==> config.mk <==
export PLATFORM = sky130hd
export DESIGN_NAME = nest_irq_ctrl
export DESIGN_NICKNAME = d
export VERILOG_FILES = /design/src/rtl/nest_irq_pkg.sv /design/src/rtl/nest_irq_pend.sv /design/src/rtl/nest_irq_prio.sv /design/src/rtl/nest_irq_stack.sv /design/src/rtl/nest_irq_ctrl.sv
export SDC_FILE = /design/constraint.sdc
export NUM_CORES = 1
export LEC_CHECK = 0
export BUFFER_PORTS_ARGS = -buffer_cell sky130_fd_sc_hd__clkbuf_2
export CAP_MARGIN = 20
export CORE_ASPECT_RATIO = 0.8
export CORE_MARGIN = 4
export CORE_UTILIZATION = 54
export DETAILED_ROUTE_END_ITERATION = 6
export PLACE_DENSITY_LB_ADDON = 0.25
export SLEW_MARGIN = 30
export SYNTH_ARGS = -nofsm -noshare
export SYNTH_HDL_FRONTEND = slang
export SYNTH_SLANG_ARGS = --single-unit
==> constraint.sdc <==
create_clock -name clk_i -period 2.55 [get_ports clk_i]
set_input_delay 0.255 -clock clk_i [delete_from_list [all_inputs] [get_ports clk_i]]
set_output_delay 0.255 -clock clk_i [all_outputs]
set_load 0.03 [all_outputs]
==> src/rtl/nest_irq_pkg.sv <==
package nest_irq_pkg;
  localparam logic [1:0] ADDR_STAT = 2'd0;
  localparam logic [1:0] ADDR_SP   = 2'd1;
endpackage

==> src/rtl/nest_irq_pend.sv <==
module nest_irq_pend #(
  parameter int unsigned N_SRC = 8,
  localparam int unsigned IDX_W = $clog2(N_SRC)
) (
  input  logic             clk_i,
  input  logic             rst_ni,
  input  logic [N_SRC-1:0] irq_i,
  input  logic [N_SRC-1:0] mask_i,
  input  logic             sw_wr_i,
  input  logic [N_SRC-1:0] sw_data_i,
  input  logic             ack_clr_i,
  input  logic [IDX_W-1:0] ack_idx_i,
  output logic [N_SRC-1:0] pend_o
);
  logic [N_SRC-1:0] irq_q;
  logic [N_SRC-1:0] pend_q;

  always_ff @(posedge clk_i or negedge rst_ni) begin
    if (!rst_ni) irq_q <= '0;
    else         irq_q <= irq_i;
  end

  for (genvar k = 0; k < N_SRC; k++) begin : g_bit
    logic rise, nxt;
    assign rise = irq_i[k] & ~irq_q[k];

    always_comb begin
      nxt = pend_q[k];
      if (sw_wr_i) nxt = sw_data_i[k];
      if (ack_clr_i && (ack_idx_i == IDX_W'(k))) nxt = 1'b0;
      if (rise) nxt = 1'b1;                 // hardware set wins
      if (mask_i[k]) nxt = 1'b0;            // mask overrides all
    end

    always_ff @(posedge clk_i or negedge rst_ni) begin
      if (!rst_ni) pend_q[k] <= 1'b0;
      else         pend_q[k] <= nxt;
    end

    AST_MASK_CLEARS: assert property (@(posedge clk_i) disable iff (!rst_ni)
      mask_i[k] |=> !pend_q[k]);
    AST_HW_SET: assert property (@(posedge clk_i) disable iff (!rst_ni)
      (irq_i[k] && !irq_q[k] && !mask_i[k]) |=> pend_q[k]);
  end

  assign pend_o = pend_q;
endmodule

==> src/rtl/nest_irq_prio.sv <==
module nest_irq_prio #(
  parameter int unsigned N_SRC = 8,
  localparam int unsigned IDX_W = $clog2(N_SRC),
  localparam int unsigned LVL_W = IDX_W + 1
) (
  input  logic [N_SRC-1:0] pend_i,
  input  logic [N_SRC-1:0] mask_i,
  input  logic [LVL_W-1:0] cur_lvl_i,
  output logic             irq_o,
  output logic [IDX_W-1:0] vec_o
);
  logic [N_SRC-1:0] elig;
  logic             found;
  logic [IDX_W-1:0] idx;

  assign elig = pend_i & ~mask_i;

  always_comb begin
    found = 1'b0;
    idx   = '0;
    for (int k = N_SRC - 1; k >= 0; k--) begin
      if (elig[k]) begin
        found = 1'b1;
        idx   = IDX_W'(k);
      end
    end
  end

  assign vec_o = idx;
  assign irq_o = found && ({1'b0, idx} < cur_lvl_i);
endmodule

==> src/rtl/nest_irq_stack.sv <==
module nest_irq_stack #(
  parameter int unsigned DEPTH = 3,
  parameter int unsigned SP_W  = 3,
  parameter int unsigned LVL_W = 4,
  localparam int unsigned SI_W = (DEPTH > 1) ? $clog2(DEPTH) : 1,
  localparam logic [LVL_W-1:0] IDLE = {1'b1, {(LVL_W-1){1'b0}}}
) (
  input  logic             clk_i,
  input  logic             rst_ni,
  input  logic             push_i,
  input  logic [LVL_W-1:0] push_lvl_i,
  input  logic             pop_i,
  input  logic             sp_wr_i,
  input  logic [SP_W-1:0]  sp_wdata_i,
  output logic [SP_W-1:0]  sp_o,
  output logic [LVL_W-1:0] cur_lvl_o
);
  logic [LVL_W-1:0] stk_q [DEPTH];
  logic [SP_W-1:0]  sp_q;
  logic [LVL_W-1:0] cur_q;
  logic [SP_W-1:0]  wv;

  assign wv = (sp_wdata_i > SP_W'(DEPTH)) ? SP_W'(DEPTH) : sp_wdata_i;

  always_ff @(posedge clk_i or negedge rst_ni) begin
    if (!rst_ni) begin
      sp_q  <= '0;
      cur_q <= IDLE;
      for (int i = 0; i < DEPTH; i++) stk_q[i] <= IDLE;
    end else if (sp_wr_i) begin
      sp_q  <= wv;
      cur_q <= (wv == '0) ? IDLE : stk_q[SI_W'(wv - 1'b1)];
    end else if (push_i) begin
      if (sp_q < SP_W'(DEPTH)) begin
        stk_q[SI_W'(sp_q)] <= cur_q;
        sp_q <= sp_q + 1'b1;
      end
      cur_q <= push_lvl_i;
    end else if (pop_i) begin
      if (sp_q != '0) begin
        cur_q <= stk_q[SI_W'(sp_q - 1'b1)];
        sp_q  <= sp_q - 1'b1;
      end else begin
        cur_q <= IDLE;
      end
    end
  end

  assign sp_o      = sp_q;
  assign cur_lvl_o = cur_q;

  AST_SP_RANGE: assert property (@(posedge clk_i) disable iff (!rst_ni)
    sp_q <= SP_W'(DEPTH));
  AST_PUSH_INC: assert property (@(posedge clk_i) disable iff (!rst_ni)
    (push_i && !sp_wr_i && sp_q < SP_W'(DEPTH)) |=> sp_q == $past(sp_q) + 1'b1);
  AST_POP_DEC: assert property (@(posedge clk_i) disable iff (!rst_ni)
    (pop_i && !push_i && !sp_wr_i && sp_q != '0) |=> sp_q == $past(sp_q) - 1'b1);
  AST_SPWR_IDLE: assert property (@(posedge clk_i) disable iff (!rst_ni)
    (sp_wr_i && sp_wdata_i == '0) |=> cur_q == IDLE);
endmodule

==> src/rtl/nest_irq_ctrl.sv <==
module nest_irq_ctrl
  import nest_irq_pkg::*;
#(
  parameter int unsigned N_SRC  = 8,
  parameter int unsigned DEPTH  = 3,
  parameter int unsigned SP_W   = 3,
  parameter int unsigned DATA_W = 16,
  parameter int unsigned ADDR_W = 2,
  localparam int unsigned IDX_W = $clog2(N_SRC),
  localparam int unsigned LVL_W = IDX_W + 1
) (
  input  logic              clk_i,
  input  logic              rst_ni,
  input  logic [N_SRC-1:0]  irq_i,
  input  logic [N_SRC-1:0]  mask_i,
  input  logic              ack_i,
  input  logic              reti_i,
  input  logic              wr_i,
  input  logic [ADDR_W-1:0] addr_i,
  input  logic [DATA_W-1:0] wdata_i,
  output logic [DATA_W-1:0] rdata_o,
  output logic              irq_o,
  output logic [IDX_W-1:0]  vec_o
);
  logic             ack_q;
  logic [IDX_W-1:0] ack_src_q;
  logic             ack_rise, ack_fall;
  logic             st_wr, sp_wr;
  logic [N_SRC-1:0] pend;
  logic [SP_W-1:0]  sp;
  logic [LVL_W-1:0] cur_lvl;
  logic             unused_wdata;

  assign ack_rise = ack_i & ~ack_q;
  assign ack_fall = ~ack_i & ack_q;
  assign st_wr    = wr_i && (addr_i == ADDR_W'(ADDR_STAT));
  assign sp_wr    = wr_i && (addr_i == ADDR_W'(ADDR_SP));
  assign unused_wdata = ^wdata_i[DATA_W-1:N_SRC];

  always_ff @(posedge clk_i or negedge rst_ni) begin
    if (!rst_ni) begin
      ack_q     <= 1'b0;
      ack_src_q <= '0;
    end else begin
      ack_q <= ack_i;
      if (ack_rise) ack_src_q <= vec_o;
    end
  end

  nest_irq_pend #(.N_SRC(N_SRC)) u_pend (
    .clk_i     (clk_i),
    .rst_ni    (rst_ni),
    .irq_i     (irq_i),
    .mask_i    (mask_i),
    .sw_wr_i   (st_wr),
    .sw_data_i (wdata_i[N_SRC-1:0]),
    .ack_clr_i (ack_fall),
    .ack_idx_i (ack_src_q),
    .pend_o    (pend)
  );

  nest_irq_stack #(.DEPTH(DEPTH), .SP_W(SP_W), .LVL_W(LVL_W)) u_stack (
    .clk_i      (clk_i),
    .rst_ni     (rst_ni),
    .push_i     (ack_fall),
    .push_lvl_i ({1'b0, ack_src_q}),
    .pop_i      (reti_i),
    .sp_wr_i    (sp_wr),
    .sp_wdata_i (wdata_i[SP_W-1:0]),
    .sp_o       (sp),
    .cur_lvl_o  (cur_lvl)
  );

  nest_irq_prio #(.N_SRC(N_SRC)) u_prio (
    .pend_i    (pend),
    .mask_i    (mask_i),
    .cur_lvl_i (cur_lvl),
    .irq_o     (irq_o),
    .vec_o     (vec_o)
  );

  always_comb begin
    rdata_o = '0;
    if (addr_i == ADDR_W'(ADDR_STAT))    rdata_o[N_SRC-1:0] = pend;
    else if (addr_i == ADDR_W'(ADDR_SP)) rdata_o[SP_W-1:0]  = sp;
  end

  AST_IRQ_HAS_SRC: assert property (@(posedge clk_i) disable iff (!rst_ni)
    irq_o |-> |(pend & ~mask_i));
  AST_ACK_DROPS: assert property (@(posedge clk_i) disable iff (!rst_ni)
    (ack_fall && !st_wr && !(irq_i[ack_src_q] && !$past(irq_i[ack_src_q])))
      |=> !pend[$past(ack_src_q)]);
endmodule

# Word-level counts from Yosys, hierarchy flattened
# Index checks and enable logic that the tools add are counted.
word_totals:
  in_bits: 39
  word_cells: 160
  reg_bits: 39
op_classes:
  n_reduce_logical: 28
  n_eq_ne: 9
  addsub: 3
  bitwise_logic: 26
  n_mux: 71
  order_cmp: 7
op_table:
  columns: ["op", "n"]
  rows:
  - ["$mux 3", 16]
  - ["$mux 1", 40]
  - ["$mux 4", 10]
  - ["$reduce_bool 4->1", 8]
  - ["$bmux 4 s2", 2]
  - ["$bwmux 12", 1]
  - ["$eq 3x3->1 const B", 4]
  - ["$logic_and 1x1->1", 12]
  - ["$not 1->1", 11]
  - ["$and 1x1->1", 10]
  - ["$ge 3x3->1 const B", 3]
  - ["$not 2->3", 3]
  - ["$reduce_bool 3->1", 3]
  - ["$and 8x8->8", 1]
  - ["$demux 4 s2", 1]
  - ["$not 8->8", 1]
  - ["$eq 3x2->1 const B", 2]
  - ["$logic_not 3->1", 2]
  - ["$reduce_and 3->1", 2]
  - ["$mux 5", 1]
  - ["$lt 3x4->1", 1]
  - ["$add 3x1->3 const B", 1]
  - ["$eq 3x1->1 const B", 1]
  - ["$gt 3x2->1 const B", 1]
  - ["other kinds (7)", 7]

# Logic depth before layout (Yosys ltp)
depth:
  word_depth: 12
  mapped_depth: 9
  depth_no_buf: 9

# Cells and area by module
# A second synthesis with hierarchy kept.
unflattened:
  hier_cells: 224
  area_unflattened_um2: 2391.0
modules_own_cells:
  columns: ["mod", "cells_per_inst", "n_inst", "area_each_um2"]
  rows:
  - ["nest_irq_stack", 106, 1, 1183.6]
  - ["nest_irq_pend", 54, 1, 663.1]
  - ["nest_irq_ctrl", 33, 1, 337.8]
  - ["nest_irq_prio", 31, 1, 206.4]

# Worst setup path before layout
# No wires, ideal clock.
synth_timing:
  path_kind: "flip-flop to output port"
  from: "register u_pend.pend_q[0] (netlist: u_pend.pend_o[0])"
  to: "output irq_o"
  required_time_ns: 2.295
  path_slack_ns: -0.528
  path_buffers: 0
  path_stages_with_launch: 8
  arrival_ns: 2.823
  cell_sequence: "dfrtp_1 nor2b_1 nor3_1 ha_1 nor2b_1 o21ai_0 a21oi_1 a311oi_1"
synth_via:
  elab_chain_len: 4
  elab_cells_between_ends: 5
  classes_between: "order compare (1); mux (2); bitwise (1); reduce/logical (1)"
synth_rtl:
  columns: ["element", "line", "text"]
  rows:
  - ["start: declaration", "nest_irq_pend.sv:16", "logic [N_SRC-1:0] pend_q;"]
  - ["start signal: indexed assignment", "nest_irq_pend.sv:37", "else pend_q[k] <= nxt;"]
  - ["$and 8x8->8", "nest_irq_prio.sv:16", "assign elig = pend_i & ~mask_i;"]
  - ["$mux 3", "nest_irq_prio.sv:22", "if (elig[k]) begin"]
  - ["net vec_o[1]", "nest_irq_ctrl.sv:23", "output logic [IDX_W-1:0] vec_o"]
  - ["$lt 3x4->1", "nest_irq_prio.sv:30", "assign irq_o = found && ({1'b0, idx} < cur_lvl_i);"]
  - ["$logic_and 1x1->1", "nest_irq_prio.sv:30", null]
  - ["end: declaration", "nest_irq_ctrl.sv:22", "output logic irq_o,"]
# The timed path passes the listed nets, and every way through them passes these cells.

# Worst setup path after layout
layout_timing:
  from: "register u_pend.pend_q[7] (netlist: u_pend.pend_o[7])"
  to: "output irq_o"
layout_via:
  elab_chain_len: 11
  elab_cells_between_ends: 19
  classes_between: "order compare (1); mux (16); bitwise (1); reduce/logical (1)"
layout_rtl:
  columns: ["element", "line"]
  rows:
  - ["$and 8x8->8 *", "nest_irq_prio.sv:16"]
  - ["$mux 3 (8 in series)", "nest_irq_prio.sv:22"]
  - ["$lt 3x4->1", "nest_irq_prio.sv:30"]
  - ["$logic_and 1x1->1 *", "nest_irq_prio.sv:30"]
# Every way passes the cells marked *; elsewhere a longest branch is shown, timed or not.

==> qor.csv <==
stage,metric,value,unit
placement,hpwl dp,4350,um
setup_path,Worst Path Arrival,2.29,ns
timing,final clock skew,0.00745,ns
floorplan,Core ar.,4260,um2
placement,placed inst area,2640,um2
global_routing,Total GRT Usage,0.219,
route,1st-pass router iterations,4,
layout,Antenna diodes,0,
synthesis,XOR/XNOR share of the synthesized area,0.00362,
timing,max_slew headroom,0.666,
setup_path,CP max-delay cell,dfrtp_1,
synthesis,"Cell Area, Synth",2420,um2
power_and_ir_drop,Seq pwr share,0.397,
setup_path,CP Capture Point,irq_o,
floorplan,Die X,82.9,um
clock_tree,clock slew at reported path FFs,0.08,ns
layout,Non-Filler Instances,340,
clock_tree,CTS tree,yes,
clock_tree,Clock Latency Late Sink,0.30,ns
clock_tree,CTS Root Cell,clkbuf_8,
synthesis,multiplexer share of the synthesized area,0.124,
setup_path,reg2reg end,u_stack.cur_lvl_o[1],
setup_path,CP cell instances,nand2b_1 -> nand2_1 -> a31oi_2 -> nor3_2 -> ha_1 -> nor2b_1 -> o21ai_1 -> a21oi_1 -> a311oi_2 -> buf_4,
clock_tree,TritonCTS Buffers,5,
route,Routed Antenna Nets,0,
flow_run,total of max-cap violations,0,
route,DRC Markers,0,
worst_hold_path,worst min path class,in -> reg,
setup_path,startpoint types,register,
timing,min setup slack post-route,0.00530,ns
synthesis,"Seq/Total Area, Yosys",0.405,
clock_tree,Clock Sinks,39,
synthesis,cell taking the most area after synthesis,dfrtp_1,
timing,fmax,393,MHz
layout,"commonest non-fill, non-tap cell in the layout",clkbuf_2,
setup_path,Setup crit start,u_pend.pend_o[7],
synthesis,Yosys reg bits,39,
timing,unrepaired setup endpoints after global routing,yes,
setup_path,CP Class,reg -> out,
power_and_ir_drop,total power draw,0.00233,W
power_and_ir_drop,Comb pwr share,0.409,
power_and_ir_drop,switching portion of total power,0.377,
synthesis,post-synthesis simple-gate area fraction,0.208,
placement,dpl cells,323,
synthesis,Yosys top cell area share,0.362,
route,1st-iter DRT viols,99,
layout,"Net count, final",329,
timing,Final Hold Violating Endpoints,0,
power_and_ir_drop,Power per Cell Area,826,nW/um2
clock_tree,Clock Path Buffers,2,
route,vias per cell,5.77,
power_and_ir_drop,Net Sw Power,0.000879,W
synthesis,main combinational cell family by area after synthesis,simple AND/OR/NAND/NOR gates,
floorplan,die area,5630,um2
timing,fin crit share,0.998,
setup_path,cell count along the critical path,10,
synthesis,Post-synth EDFFs,0,
timing,fin crit period,2.54,ns
route,routed vias,1962,
layout,area grow syn2layout,16.6,%
outcome,status,finished clean,
route,WL final,5820,um
power_and_ir_drop,Leak Pwr,1.32,nW
layout,layout cells sized above 1,0.375,
setup_path,Reg-to-Reg Start,u_stack.sp_o[1],
placement,setup slack at placement,0.181,ns
setup_path,Worst R2R Setup Slack,0.52,ns
setup_path,CP max FO,3,
synthesis,mean post-synth cell area,10.5,um2
global_routing,total gr overflow,0,
setup_path,R2R depth,7,
global_routing,initial antenna violation count,0,
synthesis,Syn Inst Count,230,
timing,"Slew Viols, Final",0,
synthesis,"top cells by area, synth","dfrtp_1 (36%), mux2_2 (9.3%), nand2b_1 (5.4%)",
route,Avg WL per Cell,17.1,um
power_and_ir_drop,VDD IR max,454,uV
floorplan,Starting Density,0.569,
synthesis,Syn. warnings,0,
timing,Worst-Margin Slew,0.501,ns
floorplan,Top Ports,59,
setup_path,cell family with most CP delay,compound AO/OA/AOI/OAI gates,
floorplan,Core Rows,21,
timing,Setup-failing EPs final,0,
placement,PortBufs,42,
synthesis,post-synthesis cell type count,57,
clock_tree,H-Tree Depth,2,
global_routing,largest net degree at the start of global routing,40,
setup_path,crit path capture type,output port,
synthesis,Synth Area in Adders,0.0413,
global_routing,global-route wire length before repair,9620,um
floorplan,DIE HEIGHT,67.9,um
global_routing,vias in the first global route,1880,
setup_path,crit path buf inv count,1,
setup_path,"Req. time, crit path",2.30,ns
synthesis,main flop type after synthesis,dfrtp_1,
synthesis,fraction of registers with async set/reset,1.00,
setup_path,CP max stage delay,0.40,ns
layout,"commonest cells after routing, fill and taps aside","clkbuf_2 (40), dfrtp_1 (35), nand2b_1 (21)",
placement,routability-driven placement congestion ratio,0.894,
power_and_ir_drop,internal power,0.00145,W
synthesis,post-synthesis compound-gate area fraction,0.160,
layout,final non-filler cell area,2820,um2
timing,Fin Setup TNS,0,ns
power_and_ir_drop,clock share of power,0.193,
-- kinds of logic (layout without fill, tap and decap cells) --
logic type / Yosys count / after routing
and+or+nand+nor: 79 / 79
AOI/OAI and AO/OA: 54 / 54
DFF: 39 / 39
muxes: 27 / 27
buffers and inverters: 21 / 67
adders and majority gates: 8 / 8
other: 1 / 8
xor gates and xnor gates: 1 / 1
-- power groups by stage --
stage / combinational, W / clock (W) / sequential, W
floorplan: 0.000730 / 0 / 0.000892
global placement: 0.000894 / 0 / 0.000935
detailed placement: 0.000918 / 0 / 0.000941
CTS: 0.000940 / 0.000462 / 0.000926
global route: 0.00105 / 0.000480 / 0.000953
finish: 0.000955 / 0.000451 / 0.000927
-- sequential cells by signal, indices dropped and copies added, names as in the netlist --
register           cells
u_stack.stk_q         12
u_stack.cur_lvl_o      4
u_pend.pend_o          8
u_pend.irq_q           8
ack_src_q              3
ack_q                  1
u_stack.sp_o           3
-- layer usage --
metal / track usage / vias up / part of all wire
li1: - / 934 / -
met1: 0.321 / 964 / 0.49
met2: 0.327 / 60 / 0.44
met3: 0.0421 / 4 / 0.064
met4: 0.0735 / 0 / 0.0067
met5: 0 / - / 0
-- timing repair --
item                                   4_1_cts  5_1_grt
setup endpoints to repair                    1        1
hold buffers                                 0        1
resized for setup                            3        3
gates cloned                                 0        0
setup buffers                                6        2
endpoints found under the hold margin        0       35
pin swaps                                    3        1
-- layout make-up --
type | instances | area [um2]
fill | 345 | 1430
clock inverter | 2 | 16.3
inverter | 7 | 26.3
sequential | 39 | 981
timing repair buffer | 52 | 293
multi-input combinational | 177 | 1350
tap | 57 | 71.3
clock buffer | 6 | 82.6
-- cell usage after synthesis, drive strengths merged (3+ instances only) --
| library cell | instances |
|---|---|
| a211oi | 7 |
| a21oi | 12 |
| and2 | 6 |
| buf | 14 |
| dfrtp | 35 |
| dfstp | 4 |
| ha | 8 |
| inv | 7 |
| mux2 | 22 |
| mux2i | 5 |
| nand2 | 9 |
| nand2b | 21 |
| nand3 | 3 |
| nor2 | 11 |
| nor2b | 9 |
| nor3 | 3 |
| nor3b | 6 |
| o21ai | 9 |
| o22ai | 3 |
| o32a | 5 |
-- worst reg2reg max path, stage by stage, from the launching register on --
cell and delay, ns:
dfrtp_1 0.45, inv_1 0.13, ha_1 0.20, ha_1 0.19
and2b_2 0.25, and3_1 0.17, o32a_1 0.29, mux2_4 0.27
-- stage by stage --
stage / hold WS [ns] / utilization
2_1_floorplan: -0.0406 / -
3_3_place_gp: 0.379 / 0.620
3_5_place_dp: 0.384 / 0.620
4_1_cts: 0.0639 / 0.656
5_1_grt: 0.0668 / 0.663
6_report: 0.0693 / 0.663
-- worst min path at each step --
stage                  start  cells past startpoint         endpoint  slack [ns]
floorplan             rst_ni                      0            ack_q       -0.04
global placement    irq_i[7]                      1  u_pend.irq_q[7]        0.38
detailed placement  irq_i[0]                      1  u_pend.irq_q[0]        0.38
CTS                 irq_i[0]                      1  u_pend.irq_q[0]        0.06
global route        irq_i[6]                      1  u_pend.irq_q[6]        0.07
finish              irq_i[2]                      1  u_pend.irq_q[2]        0.07
Power figures use the tool's default switching activity.
